### config.mk
export PLATFORM = sky130hd
export DESIGN_NAME = mux_dcs_proc
export DESIGN_NICKNAME = d
export VERILOG_FILES = /design/src/rtl/mux_dcs_proc.sv
export SDC_FILE = /design/constraint.sdc
export NUM_CORES = 1
export LEC_CHECK = 0
export ABC_AREA = 0
export BUFFER_PORTS_ARGS = -buffer_cell sky130_fd_sc_hd__buf_2
export CAP_MARGIN = 20
export CORE_AREA = 2 2 422 341
export DETAILED_ROUTE_END_ITERATION = 10
export DIE_AREA = 0 0 424 343
export GPL_TIMING_DRIVEN = 0
export PLACE_DENSITY = 0.54
export RECOVER_POWER = 25
export SYNTH_ARGS = -nofsm -noshare
export SYNTH_HDL_FRONTEND = slang
export SYNTH_SLANG_ARGS = --single-unit
### constraint.sdc
create_clock -name clk -period 10.65 [get_ports clk]
set_input_delay 2.13 -clock clk [delete_from_list [all_inputs] [get_ports clk]]
set_output_delay 2.13 -clock clk [all_outputs]
set_load 0.02 [all_outputs]
### src/rtl/mux_dcs_proc.sv
module mux_dcs_proc #(
  parameter int NSTREAM = 4,
  parameter int NSLOT   = 8,
  parameter int DW      = 10,
  parameter int TSW     = 32,
  parameter int FDEPTH  = 8
) (
  input  logic                      clk,
  input  logic                      rst_n,
  input  logic                      smp_en,
  input  logic                      frame_start,
  input  logic [NSTREAM*DW-1:0]     s_data,
  input  logic [DW:0]               thresh,
  input  logic                      out_ready,
  output logic                      out_valid,
  output logic [$clog2(NSTREAM*NSLOT)-1:0] out_chan,
  output logic [TSW-1:0]            out_period,
  output logic [DW:0]               out_diff,
  output logic [DW-1:0]             out_sample,
  output logic                      ovf
);
  localparam int SW  = $clog2(NSLOT);
  localparam int NCH = NSTREAM * NSLOT;
  localparam int CW  = $clog2(NCH);
  localparam int XW  = DW + 1;
  localparam int RW  = CW + TSW + XW + DW;
  localparam int PW  = $clog2(FDEPTH);
  localparam int KW  = $clog2(FDEPTH + 1);
  localparam int HW  = $clog2(NSTREAM + 1);

  logic [SW-1:0]  slot_q;
  logic [TSW-1:0] period_q;
  logic [DW-1:0]  prev_q [NCH];
  logic [NCH-1:0] primed_q;
  logic           ovf_q;

  logic [RW-1:0]  mem [FDEPTH];
  logic [PW-1:0]  wr_ptr, rd_ptr;
  logic [KW-1:0]  count_q;

  wire [SW-1:0] slot   = frame_start ? '0 : slot_q;
  wire          pop    = out_valid && out_ready;
  wire [KW-1:0] free_n = KW'(FDEPTH) - count_q;

  logic [CW-1:0]      ch    [NSTREAM];
  logic [XW-1:0]      diff  [NSTREAM];
  logic [RW-1:0]      rec   [NSTREAM];
  logic [NSTREAM-1:0] hit;
  logic [NSTREAM-1:0] wr_ok;
  logic [HW-1:0]      rank  [NSTREAM];

  for (genvar s = 0; s < NSTREAM; s++) begin : g_lane
    localparam logic [CW-1:0] BASE = CW'(s * NSLOT);
    wire [DW-1:0] cur = s_data[s*DW +: DW];
    assign ch[s]   = BASE + CW'(slot);
    assign diff[s] = {1'b0, cur} - {1'b0, prev_q[ch[s]]};
    assign hit[s]  = smp_en && primed_q[ch[s]] && ($signed(diff[s]) >= $signed(thresh));
    assign rec[s]  = {ch[s], period_q, diff[s], cur};
  end

  always_comb begin
    for (int s = 0; s < NSTREAM; s++) begin
      rank[s] = '0;
      for (int k = 0; k < s; k++) rank[s] = rank[s] + HW'(hit[k]);
      wr_ok[s] = hit[s] && (KW'(rank[s]) < free_n);
    end
  end

  always_ff @(posedge clk) begin
    if (!rst_n) begin
      slot_q   <= '0;
      period_q <= '0;
      primed_q <= '0;
    end else if (smp_en) begin
      slot_q <= slot + SW'(1);
      if (slot == SW'(NSLOT - 1)) period_q <= period_q + TSW'(1);
      for (int s = 0; s < NSTREAM; s++) primed_q[ch[s]] <= 1'b1;
    end
  end

  always_ff @(posedge clk) begin
    if (smp_en)
      for (int s = 0; s < NSTREAM; s++) prev_q[ch[s]] <= s_data[s*DW +: DW];
  end

  always_ff @(posedge clk) begin
    if (!rst_n) begin
      wr_ptr  <= '0;
      rd_ptr  <= '0;
      count_q <= '0;
      ovf_q   <= 1'b0;
    end else begin
      wr_ptr  <= wr_ptr + PW'($countones(wr_ok));
      rd_ptr  <= rd_ptr + PW'(pop);
      count_q <= count_q + KW'($countones(wr_ok)) - KW'(pop);
      ovf_q   <= ovf_q | (|(hit & ~wr_ok));
    end
  end

  always_ff @(posedge clk) begin
    for (int s = 0; s < NSTREAM; s++)
      if (wr_ok[s]) mem[wr_ptr + PW'(rank[s])] <= rec[s];
  end

  assign out_valid = (count_q != '0);
  assign {out_chan, out_period, out_diff, out_sample} = mem[rd_ptr];
  assign ovf = ovf_q;
endmodule

# Yosys cells after proc, flatten, opt, wreduce, memory -nomap -nowiden
# Memory sizes are Yosys's and may differ from the RTL's. A register that Yosys moved wholly into a read port is not among the register bits.
# Cells that the tools add are included.
[op_classes]
eq_ne = 1
bitwise_logic = 7
n_reduce_logical = 20
n_lt_le_gt_ge = 16
n_addsub = 22
muxes = 28
[ops]
columns = ["operator", "n"]
rows = [
  ["$or 32x32->32", 3],
  ["$ge 11x11->1", 4],
  ["$sub 10x10->11", 4],
  ["$add 32x1->32 const B", 1],
  ["$or 32x8->32", 1],
  ["$lt 5x6->1 const B", 3],
  ["$mux 1", 18],
  ["$logic_and 1x1->1", 17],
  ["$bmux 1 s5", 3],
  ["$demux 1 s5", 3],
  ["$ge 5x1->1 const B", 3],
  ["$lt 3x4->1", 2],
  ["$add 1x1->2", 3],
  ["$add 3x1->3", 2],
  ["$add 3x3->3", 2],
  ["$lt 3x6->1 const B", 1],
  ["$mux 3", 2],
  ["$add 4x3->5 const A", 1],
  ["$add 4x4->5 const A", 1],
  ["$add 5x3->5 const A", 1],
  ["$add 4x3->4", 1],
  ["$and 4x4->4", 1],
  ["$lt 1x4->1", 1],
  ["$lt 1x4->1 const A", 1],
  ["other kinds (15)", 15],
]
[totals]
mem_count = 2
wordCells = 103
output_inout_bits = 60
register_bits = 78
mem_bits_rw = 784
input_bits = 56
[mem_list]
columns = ["memory", "depth", "word_bits", "read_ports", "rd_clocked_by_memory_dff", "write_ports", "line", "rtl"]
rows = [
  ["mem", 8, 58, 1, 1, 4, "37", "logic [RW-1:0] mem [FDEPTH];"],
  ["prev_q", 32, 10, 4, 0, 4, "33", "logic [DW-1:0] prev_q [NCH];"],
]

# Depth between registers and ports, before layout
# Gate-level depths: netlist of the first run.
[depth]
depth_word = 14
depth_mapped = 42
mapped_depth_nobuf = 38

# Worst setup path before layout of the first run
# OpenSTA, ideal clock, no wires.
[synth_path]
kind = "input port to flip-flop"
start = "input frame_start"
end = "memory mem[4][0] in the netlist's numbering, enable pin"
path_buffers = 2
required_time_ps = 10235
setup_slack_ps = -139
path_stages = 31
arrival_time_ps = 10374
setup_ps = 415
path_cell_list = "buf_4 nor2_1 clkbuf_1 nand2_1 and3_1 nor4_1 inv_1 ha_1 nor2b_1 o21ai_0 a21oi_1 o41ai_1 or4b_2 o211ai_1 ha_1 a21o_1 a21oi_1 o21ai_0 nand3b_1 o21a_1 and2_1 fa_1 ha_1 inv_1 fa_1 xor2_1 xnor2_1 nand2_1 nor3_1 nor2_1 nand2_1"
[synth_lines]
columns = ["element", "line", "rtl"]
rows = [
  ["from (decl)", "11", "input logic frame_start,"],
  ["to (decl)", "37", ""],
]

==> results.md, run 1 <==
* Worst endpoint required time at 11.00 ns
* Clock root cell: clkbuf_16
* First-pass GRT wire length at 214000 um
* YS warnings at 0
* Starting density of the core at 0.298
* CTS buffer count at 88
* Final setup viols at 0
* RSZ-0062 raised after global routing: yes
* Vias at 30289
* Synth Flop Type: edfxtp_1
* Synth top area cells: edfxtp_1 (55%), mux4_2 (6.3%), dfxtp_1 (4.5%)
* Crit-path max FO at 10
* Post-Synthesis Cell Area at 42100 um^2
* Global Route Usage Sum at 0.205
* Most frequent cells after synthesis: edfxtp_1 (768), nand2_1 (472), nand3_1 (236), clkbuf_1 (136), o21ai_0 (119)
* Worst Hold Class: flip-flop to flip-flop
* Final core occ at 0.351
* First-pass iteration count of the detailed router at 9
* DR WL/cell at 27.4 um
* First DRT Iteration DRCs at 3848
* Reg clk slew, reported paths at 0.06 ns
* Finished Layout Cells at 5578
* CTS tree: yes
* Worst Path Arrival at 10.75 ns
* DRC at 0
* Actual slew at the worst max-slew pin at 1.29 ns
* Top cell by count, worst path: nor3_4
* Fin. Hold Viols at 0
* Worst hold margin at 0.462 ns
* Hold-fix buffers at CTS at 0
* Core Area at 141000 um^2
* Pwr Total at 10.1 mW
* Slowest cell on crit path: clkbuf_1
* Startpoint types: input port
* Yosys top cell area share at 0.548
* Sequential Area at 24900 um^2
* GRT overflow at 0
* Status: finished clean
* Post-synth EDFFs at 768
* Via density at 5.43
* Tcrit/Tclk final at 0.977
* Crit end category: flip-flop
* Syn_nets at 3509
* Die height at 343 um
* Gpl congestion at 1.04
* Worst Setup Path Type: input port to flip-flop
* H-tree depth at 3
* Power density over the cells at 203 nW/um^2
* Final min period at 10.40 ns
* Synthesized area per cell at 12.6 um^2
* Number of core rows at 124
* IO Port Bufs at 114
* Register area share after synthesis at 0.592
* Static Leak at 17.0 nW
* Cells after DPL at 5379
* DIE WIDTH at 424 um
* Slew Viols, Final at 0
* Mapped Cells at 3330
* WHS Path Cells at 1
* Boundary pin count at 116
* Worst IR Drop VDD at 0.117 mV
* Finished Cell Area at 49700 um^2
* Fin nets at 3792
* DRT Wirelength at 153000 um
* Max cap viols at 0
* CP max stage delay at 0.70 ns
* Fill cell count at 13888
* Skew final at 0.0412 ns
* Cells on worst reg2reg path at 33
* Vias in the first global route at 28793
* Die area at 145000 um^2
* Hpwl dp at 107000 um
* Largest net degree at the start of global routing at 39
* Share of cells above drive strength 1 at 0.201
* Post-placement cell area at 45900 um^2
* Synth async-reset ratio at 0
* Synthesis-stage register bit count at 862
* Most frequent cell after synthesis: edfxtp_1
* Achievable clock frequency at 0.0962 GHz
* Longest Clk Path Bufs at 3
* Slew HR at 0.136
* Area growth, synth to finish at 18.0%
* Post-synth top area cell: edfxtp_1
* Synth unique cells at 89
* Worst-Skew Late Latency at 0.72 ns
* Clk sinks at 862
* Multi-input gate area at 16300 um^2
* Initial antenna violation count at 6
* ANT nets after route at 0
==> state kept, by name (all words and copies together) (netlist names) <==
register,cells
rd_ptr,3
prev_q,320
period_q,32
mem,464
primed_q,32
count_q,4
ovf,1
slot_q,3
wr_ptr,3
==> logic make-up (layout without fill, tap and decap cells) <==
family | count (synthesis) | in the layout | share of synthesized area
compound gates | 549 | 549 | 0.0868
simple gates | 1119 | 1120 | 0.128
buf+inv | 313 | 669 | 0.0330
fa+ha+maj | 123 | 123 | 0.0383
other cells | 0 | 1 | 0
flops | 862 | 862 | 0.592
xor+xnor | 66 | 66 | 0.0137
mux | 298 | 298 | 0.108
==> worst paths after layout <==
kind	from	endpoint	slack, ns
max	frame_start	mem[5][15]$_DFFE_PP_	0.25
min	mem[3][57]$_SDFFE_PP1P_	mem[3][57]$_SDFFE_PP1P_	0.46
max reg2reg	slot_q[2]$_SDFFE_PN0P_	mem[5][15]$_DFFE_PP_	1.19
min reg2reg	mem[3][57]$_SDFFE_PP1P_	mem[3][57]$_SDFFE_PP1P_	0.46
==> critical path: cells and delay by family <==
family	cells	cell delay, ns
buffers and inverters	12	2.44
xor gates and xnor gates	2	0.61
and+or+nand+nor	14	2.89
adders and majority gates	5	1.69
AOI/OAI and AO/OA	3	0.94
==> stage by stage <==
step | setup TNS (ns) | setup WS (ns)
floorplan | 0 | 0.0862
global placement | -2746.06 | -5.60
detailed placement | -1654.87 | -3.24
CTS | 0 | 0.0378
global route | -0.114 | -0.114
finish | 0 | 0.250
==> per-layer routing <==
layer,routed length [um],GRT usage
met5,26,0
met4,5840,0.0790
met3,13700,0.0442
met2,64700,0.299
met1,68700,0.297
==> area by class of cell <==
cell class	count	area share
diodes	1	0.0000504
plain buffers	227	0.0256
clock buffers	121	0.0502
clock inverters	43	0.00934
inverters	85	0.00657
multi-input cells	2156	0.328
flip-flops and latches	862	0.502
well taps	1890	0.0476
repair buffers	193	0.0301
==> repair_timing <==
action / CTS / global route
gates resized for setup: 116 / 49
endpoints found under the hold margin: 0 / 0
pin swaps: 6 / 13
setup endpoints to repair: 639 / 544
setup buffers: 10 / 19
gates cloned: 0 / 1
==> where the power goes <==
part	switching (mW)	internal, mW
Clock	1.37	1.80
Combinational	1.84	1.08
Sequential	0.0618	3.90
==> layout by cell type, fill, tap and decap left out, drive strengths merged, types with 22 or more instances in the layout <==
master    n
dfxtp    94
a211oi   47
nand2   474
clkbuf  272
o21ai   132
clkinv   30
nor2     94
nor3     71
nor2b    22
nor4     23
ha      113
mux4    117
buf     269
and2     58
nand3   237
mux2     65
mux2i   116
a21oi   111
nand4    31
inv      90
xnor2    48
edfxtp  768
and3     30
or3      27
o21a     40
o211ai   78
No activity file was read; power rests on OpenSTA's default activity.
==> inputs of run 2 (changes only) <==
CORE_AREA = 2 2 533 270   (was 2 2 422 341)
DIE_AREA = 0 0 535 272   (was 0 0 424 343)
==> results.md, run 2 (same netlist as run 1, synthesis figures left out) <==
* Startpoint types: input port
* Max FFs per register at 464
* H-tree depth at 3
* Worst endpoint required time at 11.05 ns
* ANT nets after route at 0
* Clk sinks at 862
* Crit end category: flip-flop
* Slew Viols, Final at 0
* Worst Path Arrival at 11.10 ns
* Global Route Usage Sum at 0.237
* Cells after DPL at 5407
* DRT Wirelength at 174000 um
* GRT overflow at 0
* CTS tree: yes
* Share of cells above drive strength 1 at 0.205
* Die height at 272 um
* DR WL/cell at 31.2 um
* Boundary pin count at 116
* First-pass iteration count of the detailed router at 6
* Final setup viols at 1
* Clock root cell: clkbuf_16
* Reg clk slew, reported paths at 0.07 ns
* Skew final at 0.0471 ns
* First-pass GRT wire length at 239000 um
* Starting density of the core at 0.298
* Power density over the cells at 203 nW/um^2
* CP max stage delay at 0.94 ns
* Placement Setup Slack at -3.27 ns
* Area growth, synth to finish at 18.4%
* Fin. Hold Viols at 0
* Worst Hold Class: flip-flop to flip-flop
* Via density at 5.58
* Longest Clk Path Bufs at 3
* Final worst slack at -0.0575 ns
* Most frequent cells in the layout: edfxtp_1 (768), nand2_1 (462), nand3_1 (235)
* Core Area at 141000 um^2
* Commonest non-fill, non-tap cell in the layout: edfxtp_1
* Worst hold margin at 0.455 ns
* Achievable clock frequency at 0.0934 GHz
* Crit-path leading delay family: simple AND/OR/NAND/NOR gates
* Final min period at 10.71 ns
* Failing checks: setup timing
* Vias at 31201
* Number of core rows at 98
* Vias in the first global route at 28626
* DRC at 0
* Gpl congestion at 1.04
* Die area at 146000 um^2
* Fin nets at 3806
* Tcrit/Tclk final at 1.01
* Crit-path max FO at 17
* IO Port Bufs at 114
* First DRT Iteration DRCs at 4822
* Status: finished with violations
* Hold-fix buffers at CTS at 0
* CTS buffer count at 80
* Worst-Skew Late Latency at 0.73 ns
* Hpwl dp at 131000 um
* Static Leak at 17.0 nW
* Slew HR at 0.154
* Max cap viols at 0
* Buf/Inv on CP at 8
* Actual slew at the worst max-slew pin at 1.26 ns
* Initial antenna violation count at 13
* Worst Setup Path Type: input port to flip-flop
* DIE WIDTH at 535 um
* Slowest cell on crit path: o211ai_1
* Worst IR Drop VDD at 0.148 mV
* Largest net degree at the start of global routing at 47
* Finished Layout Cells at 5595
[run 2: path summary, 6_finish.rpt]
path                                 from                 endpoint  slack, ns  cells past startpoint
setup reg to reg   slot_q[2]$_SDFFE_PN0P_      mem[6][0]$_DFFE_PP_       1.01                     29
setup / recovery              frame_start      mem[6][0]$_DFFE_PP_      -0.06                     31
hold reg to reg   mem[1][57]$_SDFFE_PP1P_  mem[1][57]$_SDFFE_PP1P_       0.45                      1
hold / removal    mem[1][57]$_SDFFE_PP1P_  mem[1][57]$_SDFFE_PP1P_       0.45                      1
[run 2: metrics by stage]
step           total power, mW  instance area (um^2)  utilization  setup TNS (ns)
6_report                  10.1                 49900        0.353         -0.0575
3_3_place_gp              6.85                 45100        0.319        -3125.89
4_1_cts                   10.0                 49500        0.350               0
2_1_floorplan             5.70                 42100            -               0
5_1_grt                   10.5                 49900        0.353        -0.00138
3_5_place_dp              6.97                 46200        0.327        -1662.73
[run 2: what timing repair did]
item / CTS / global route
gates cloned: 0 / 0
setup buffers: 18 / 12
setup endpoints to repair: 639 / 474
pin swaps: 12 / 15
gates resized for setup: 132 / 68
[run 2: layout make-up]
| type | instances | area [um^2] |
|---|---|---|
| Antenna cell | 1 | 2.50 |
| Buffer | 227 | 1280 |
| Clock buffer | 100 | 2100 |
| Clock inverter | 49 | 582 |
| Fill cell | 13671 | 91500 |
| Inverter | 85 | 332 |
| Multi-Input combinational cell | 2155 | 16400 |
| Sequential cell | 862 | 24900 |
| Tap cell | 1900 | 2380 |
| Timing Repair Buffer | 216 | 1840 |
[run 2: where the power goes]
group          internal, mW  leakage [nW]  switching (mW)
clock network          1.61          1.29            1.40
logic                  1.15          7.87            2.00
registers              3.90          7.82          0.0615
total                  6.65          17.0            3.46
[run 2: routing by layer]
| layer | global-route usage | vias up | share of wire |
|---|---|---|---|
| li1 | - | 13243 | - |
| met1 | 0.397 | 15918 | 0.51 |
| met2 | 0.267 | 1890 | 0.34 |
| met3 | 0.103 | 144 | 0.15 |
| met4 | 0.0282 | 6 | 0.010 |
| met5 | 0 | - | 0.00026 |
